--- config.mk ---
export PLATFORM = sky130hd
export DESIGN_NAME = gate_width_guard
export DESIGN_NICKNAME = d
export VERILOG_FILES = /design/src/rtl/gate_width_guard.sv
export SDC_FILE = /design/constraint.sdc
export NUM_CORES = 1
export LEC_CHECK = 0
export BUFFER_PORTS_ARGS = -buffer_cell sky130_fd_sc_hd__buf_2
export CORE_MARGIN = 1.5
export CORE_UTILIZATION = 50
export CTS_CLUSTER_DIAMETER = 30
export DETAILED_ROUTE_END_ITERATION = 10
export PLACE_DENSITY = 0.79
export SLEW_MARGIN = 20
export SYNTH_ARGS = -nofsm -noshare
export SYNTH_HDL_FRONTEND = slang
export SYNTH_SLANG_ARGS = --single-unit
--- constraint.sdc ---
create_clock -name clk -period 11.45 [get_ports clk]
set_input_delay 1.145 -clock clk [delete_from_list [all_inputs] [get_ports clk]]
set_output_delay 1.145 -clock clk [all_outputs]
set_load 0.01 [all_outputs]
--- src/rtl/gate_width_guard.sv ---
module gate_width_guard #(
  parameter int CNT_W = 16,
  parameter int SYNC_STAGES = 2,
  parameter logic [CNT_W-1:0] DEF_NOM = 16'd10000,
  parameter logic [CNT_W-1:0] DEF_TOL = 16'd120
) (
  input  logic             clk,
  input  logic             rst_n,
  input  logic             gate_in,
  input  logic             cfg_we,
  input  logic [CNT_W-1:0] cfg_nominal,
  input  logic [CNT_W-1:0] cfg_tolerance,
  input  logic             clear,
  output logic             hv_gate_en,
  output logic             fault,
  output logic [1:0]       fault_code
);
  localparam int CW = CNT_W + 1;
  localparam logic [1:0] CODE_NONE  = 2'b00;
  localparam logic [1:0] CODE_OVER  = 2'b01;
  localparam logic [1:0] CODE_UNDER = 2'b10;

  logic [SYNC_STAGES-1:0] sync_q;
  logic                   gate_s, gate_d;
  logic [CNT_W-1:0]       nom_q, tol_q;
  logic [CW-1:0]          cnt_q, cnt_nxt, upper, lower;
  logic                   rising, falling, over_trip, under_trip;
  logic                   fault_q;
  logic [1:0]             code_q;

  assign gate_s  = sync_q[SYNC_STAGES-1];
  assign rising  = gate_s & ~gate_d;
  assign falling = ~gate_s & gate_d;

  assign upper = {1'b0, nom_q} + {1'b0, tol_q};
  assign lower = (tol_q > nom_q) ? '0 : {1'b0, nom_q - tol_q};

  assign cnt_nxt    = rising ? CW'(1) : ((&cnt_q) ? cnt_q : cnt_q + 1'b1);
  assign over_trip  = gate_s && (cnt_nxt > upper);
  assign under_trip = falling && (cnt_q < lower);

  always_ff @(posedge clk or negedge rst_n) begin
    if (!rst_n) begin
      sync_q <= '0;
      gate_d <= 1'b0;
    end else begin
      sync_q <= {sync_q[SYNC_STAGES-2:0], gate_in};
      gate_d <= gate_s;
    end
  end

  always_ff @(posedge clk or negedge rst_n) begin
    if (!rst_n) begin
      nom_q <= DEF_NOM;
      tol_q <= DEF_TOL;
    end else if (cfg_we && !gate_s) begin
      nom_q <= cfg_nominal;
      tol_q <= cfg_tolerance;
    end
  end

  always_ff @(posedge clk or negedge rst_n) begin
    if (!rst_n)      cnt_q <= '0;
    else if (gate_s) cnt_q <= cnt_nxt;
  end

  always_ff @(posedge clk or negedge rst_n) begin
    if (!rst_n) begin
      fault_q <= 1'b0;
      code_q  <= CODE_NONE;
    end else if (!fault_q) begin
      if (over_trip) begin
        fault_q <= 1'b1;
        code_q  <= CODE_OVER;
      end else if (under_trip) begin
        fault_q <= 1'b1;
        code_q  <= CODE_UNDER;
      end
    end else if (clear && !gate_s) begin
      fault_q <= 1'b0;
      code_q  <= CODE_NONE;
    end
  end

  assign hv_gate_en = gate_s & ~fault_q;
  assign fault      = fault_q;
  assign fault_code = code_q;
endmodule

* Yosys cells after proc, flatten, opt, wreduce, memory -nomap -nowiden
Index checks and enable logic that the tools add are counted.
** Operators by class
- Add/sub/neg operators :: 3
- $lt $le $gt $ge :: 3
- Equality and inequality tests :: 1
- Mux-type cells :: 11
- Bitwise logic cells :: 6
- Reduce and logical (&&, ||, !) cells :: 8
** Operators by type and width (number)
- 17-bit 2-to-1 mux :: 2
- 16-bit by 16-bit adder with 17-bit output :: 1
- 17-bit by 1-bit adder with 17-bit output (second input constant) :: 1
- 17-bit greater-than comparator :: 1
- 17-bit by 16-bit less-than comparator with 1-bit output :: 1
- 17-bit AND reduction :: 1
- 16-bit greater-than comparator :: 1
- 16-bit 2-to-1 mux :: 1
- 16-bit subtractor :: 1
- 2-bit 2-to-1 mux :: 4
- 1-bit logical AND :: 4
- 1-bit 2-to-1 mux :: 4
- 1-bit bitwise AND :: 3
- 1-bit NOT :: 3
- 3-bit nonzero test :: 1
- 2-bit by 1-bit inequality test with 1-bit output (second input constant) :: 1
- 2-bit AND reduction :: 1
- 1-bit zero test :: 1
** Storage, ports and cells
- Register bits after elaboration :: 55
- Input bits :: 37
- Output and inout port bits :: 4
- Logic and storage cells :: 39

* Longest topological paths before layout
- Depth in word-level cells :: 7
- Depth in mapped cells :: 18
- Gate-level depth less buffers :: 18

* Least setup slack after synthesis
OpenSTA, ideal clock, no wires.
- Kind :: reg-to-reg
- Start :: reg nom_q[0]
- End :: reg fault_q, in the netlist fault
- Setup time :: 126 ps
- Arrival time :: 3550 ps
- Required time :: 11324 ps
- Setup slack :: 7774 ps
- Cell stages (with the launch flop) :: 18
- Path buffers :: 1
- Clock period less this slack :: 3676 ps
- Cell sequence :: dfrtp_1 inv_1 ha_1 fa_1 nor2b_1 o2111ai_1 and3_1 o31ai_2 clkbuf_1 nand2_1 ha_1 nand4b_1 nor3_1 a221o_1 a31oi_1 o21ai_0 a21oi_1 a221o_1
** On the way
- Longest elaborated chain between the ends :: 7
- Elaborated cells between the ends (all ways) :: 11
- Classes of those cells :: add/sub (2); order compare (3); mux (4); reduce/logical (2)
** Ends and longest elaborated chain
- start: declaration :: RTL line 25 : logic [CNT_W-1:0] nom_q, tol_q;
- start signal: assignment :: RTL line 57 : nom_q <= cfg_nominal;
- 16-bit subtractor or 16-bit greater-than comparator (tied branches) :: RTL line 36 : assign lower = (tol_q > nom_q) ? '0 : {1'b0, nom_q - tol_q};
- 16-bit 2-to-1 mux :: RTL line 36
- 17-bit by 16-bit less-than comparator with 1-bit output :: RTL line 40 : assign under_trip = falling && (cnt_q < lower);
- 1-bit logical AND :: RTL line 40
- 1-bit 2-to-1 mux :: RTL line 75 : end else if (under_trip) begin
- 1-bit 2-to-1 mux * :: RTL line 72 : if (over_trip) begin
- 1-bit 2-to-1 mux * :: RTL line 71 : end else if (!fault_q) begin
- end signal: assignment :: RTL line 73 : fault_q <= 1'b1;
- end signal: assignment :: RTL line 76 : fault_q <= 1'b1;
- end signal: assignment :: RTL line 80 : fault_q <= 1'b0;
- end: declaration :: RTL line 28 : logic fault_q;
Every way passes the cells marked *; elsewhere a longest branch is shown, timed or not.
A chain may end at the register's enable or synchronous reset.

* Worst setup path in the final report
Ends and elaborated chain as after synthesis.

==> reports/qor.txt <==
WL per Instance: 15.3 um
Routed vias/inst: 5.73
Cells after Synth: 576
Antenna violations before repair: 0
Max Transition Viols Final: 0
Iteration-0 DRC Markers: 170
Clk pwr share: 15.6%
Final period demand of the worst path: 4400 ps
Async SR Flop Fraction: 100%
Maximum number of pins on one net before global-route repair: 56
Share of power burned in registers: 31.9%
Most instantiated library cell after synthesis: nand2_1
Maximum buffer depth of the clock tree: 2
Die width: 101 um
Worst-skew pair later-pin latency: 320 ps
Final nets: 706
Via Count: 4,193
Hold Crit Start: sync_q[0]
CTS Hold Bufs: 0
Hold Path Sink: sync_q[1]
Combinational share of power: 52.5%
Hold Crit Class: flip-flop to flip-flop
Dpl ws: 7110 ps
Sw Ratio: 42.6%
FILL cells: 859
DRT Wirelength: 11.2 mm
Clk sink count: 55
Worst-margin pin slew: 959 ps
Pwr per Cell Area: 146 nW/um^2
Height of the die: 101 um
Dpl cell area: 5120 sq um
Reg2reg start: nom_q[0]
Number of max-cap violations: 0
Top cell type's share of synthesized area: 23.8%
Power Internal: 437 uW
Final TNS setup: 0 ps
Reg2reg setup slack: 7050 ps
Initial Util: 51.9%
First-pass GRT wire length: 19.5 mm
Synth area leader: dfrtp_1
Run status: finished clean
Reg clk slew, reported paths: 110 ps
Depth of the worst register-to-register path: 15
Peak Freq: 0.227 GHz
CP Launch Type: flip-flop
Worst Skew: 13.1 ps
Switch Pwr: 325 uW
Distinct cells, synth: 54
Worst Path Max Fanout: 15
Crit path kind: flip-flop to flip-flop
Synthesis-stage register bit count: 55
Buffers on Ports: 40
Most used DFF post-synth: dfrtp_1
Cell count after placement: 724
Peak supply drop: 0.0751 mV
Finished Layout Cells: 732
Syn Area/Cell: 8.41 sq um
Final Hold Viols: 0
Net Count, Synth: 680
Synth cell count leaders: nand2_1, ha_1, nor2_1, dfrtp_1, o21ai_0
Fin worst setup slack: 7050 ps
Final Wtd Congestion: 0.967
Util after Layout: 56.0%
Data required, critical path: 11,660 ps
Setup Buffers After CTS: 0
Leakage: 2.43 nW
GRT overflow: 0
Top-level port count: 41
PostCTS Resize Cnt: 0
Core area: 9330 sq um
Critical R2R Capture: fault
Share of post-route cells with drive strength above 1: 14.8%
Site row count: 35
TritonCTS buffer count: 5
Slew Limit Headroom: 35.9%
Post-synthesis sequential area ratio: 28.6%
Drt drc: 0
Setup Viol. Count Final: 0
Area growth from synthesis to layout: 7.78%
N_diodes: 0
Number of global-route vias before repair: 4,162
Hold Path Cell Cnt: 0
CTS tree: built
Post-Layout Inst Area: 5220 sq um
Tcrit/Tclk final: 38.4%
Remaining antenna violation count: 0
Unrepaired setup endpoints after global routing: no
Root Driver: clkbuf_8
Initial DRT Pass Iterations: 4
Arrival time worst endpoint: 4610 ps
All-Layer GR Usage: 23.5%
Crit end category: flip-flop
Count of flip-flops with a built-in enable after synthesis: 0
H-tree depth: 2
Synth Cell Area: 4840 sq um
Yosys warning count: 0
Top cells by area, synth: dfrtp_1, ha_1, nand2_1
Die area: 10,300 sq um
Post-DP HPWL: 8.78 mm
-- worst max path at each step --
| stage | cells after the start | slack (ps) | end | startpoint |
|---|---|---|---|---|
| finish | 15 | 7050 | fault | nom_q[0] |
| detailed placement | 15 | 7110 | fault | nom_q[0] |
| global placement | 16 | 7360 | fault | nom_q[0] |
| floorplan | 17 | 7770 | fault | nom_q[0] |
| global route | 15 | 6690 | fault | nom_q[0] |
| CTS | 15 | 7070 | fault | nom_q[0] |
-- critical path, stage by stage, from the launching register on --
cell	delay, ps
dfrtp_1	370
inv_1	60
ha_1	220
fa_1	410
nor2b_1	170
o2111ai_1	160
and3_1	230
o31ai_2	770
o2111ai_1	260
ha_1	350
nand4b_1	120
nor3_1	360
nand2_1	100
nor3_1	200
a21oi_1	150
a221o_1	360
-- cell type report --
cell class,instances,area [sq um],area share [%]
multi-input combinational,463,3230,61.9
sequential,55,1390,26.6
timing repair buffer,42,215,4.12
tap,129,161,3.09
inverter,35,131,2.52
clock buffer,7,86.3,1.65
clock inverter,1,8.76,0.168
-- power groups by stage --
| stage | Clock [mW] | Combinational (mW) | Sequential [mW] |
|---|---|---|---|
| finish | 0.119 | 0.400 | 0.244 |
| global route | 0.128 | 0.452 | 0.248 |
| CTS | 0.122 | 0.399 | 0.243 |
| detailed placement | 0 | 0.395 | 0.247 |
| global placement | 0 | 0.382 | 0.245 |
| floorplan | 0 | 0.301 | 0.242 |
-- stage by stage --
stage / power [mW] / hold slack, ps
2_1_floorplan: 0.542 / 331
3_3_place_gp: 0.627 / 335
3_5_place_dp: 0.642 / 335
4_1_cts: 0.764 / 359
5_1_grt: 0.828 / 367
6_report: 0.762 / 358
-- cells by family after synthesis --
| family | count (synthesis) | synth area share, % |
|---|---|---|
| AOI/OAI and AO/OA | 148 | 20.0 |
| xor gates and xnor gates | 36 | 6.51 |
| adders and majority gates | 67 | 17.6 |
| buffers and inverters | 58 | 4.88 |
| DFF | 55 | 28.6 |
| muxes | 17 | 3.95 |
| and+or+nand+nor | 195 | 18.4 |
-- per-layer routing --
metal / track usage, % / vias up / wire [um]
met5: 0 / - / 0
met4: 8.97 / 0 / 269
met3: 2.55 / 26 / 347
met2: 39.8 / 96 / 5380
met1: 30.9 / 1986 / 5190
li1: - / 2085 / -
-- state kept, by name, indices dropped and copies added (netlist names) --
register and flops:
tol_q 16, gate_d 1, fault 1, sync_q 2, cnt_q 17, nom_q 16, fault_code 2
-- cell usage in the layout (no fill, tap or decap), drive strengths merged, types with 4 or more instances in the layout --
cell,count
xnor2,26
o21a,5
buf,42
nand3,18
nand4,5
o2111ai,6
nand2b,4
o21ai,41
or2,4
mux2,17
clkbuf,7
dfrtp,46
nand2,75
a21o,8
dfstp,9
ha,65
a22o,4
nor3,12
and3,4
o21bai,9
nor2b,9
inv,35
nor2,51
a211oi,6
o31ai,14
xor2,10
a31oi,5
a21oi,34
No activity file was read; power rests on OpenSTA's default activity.
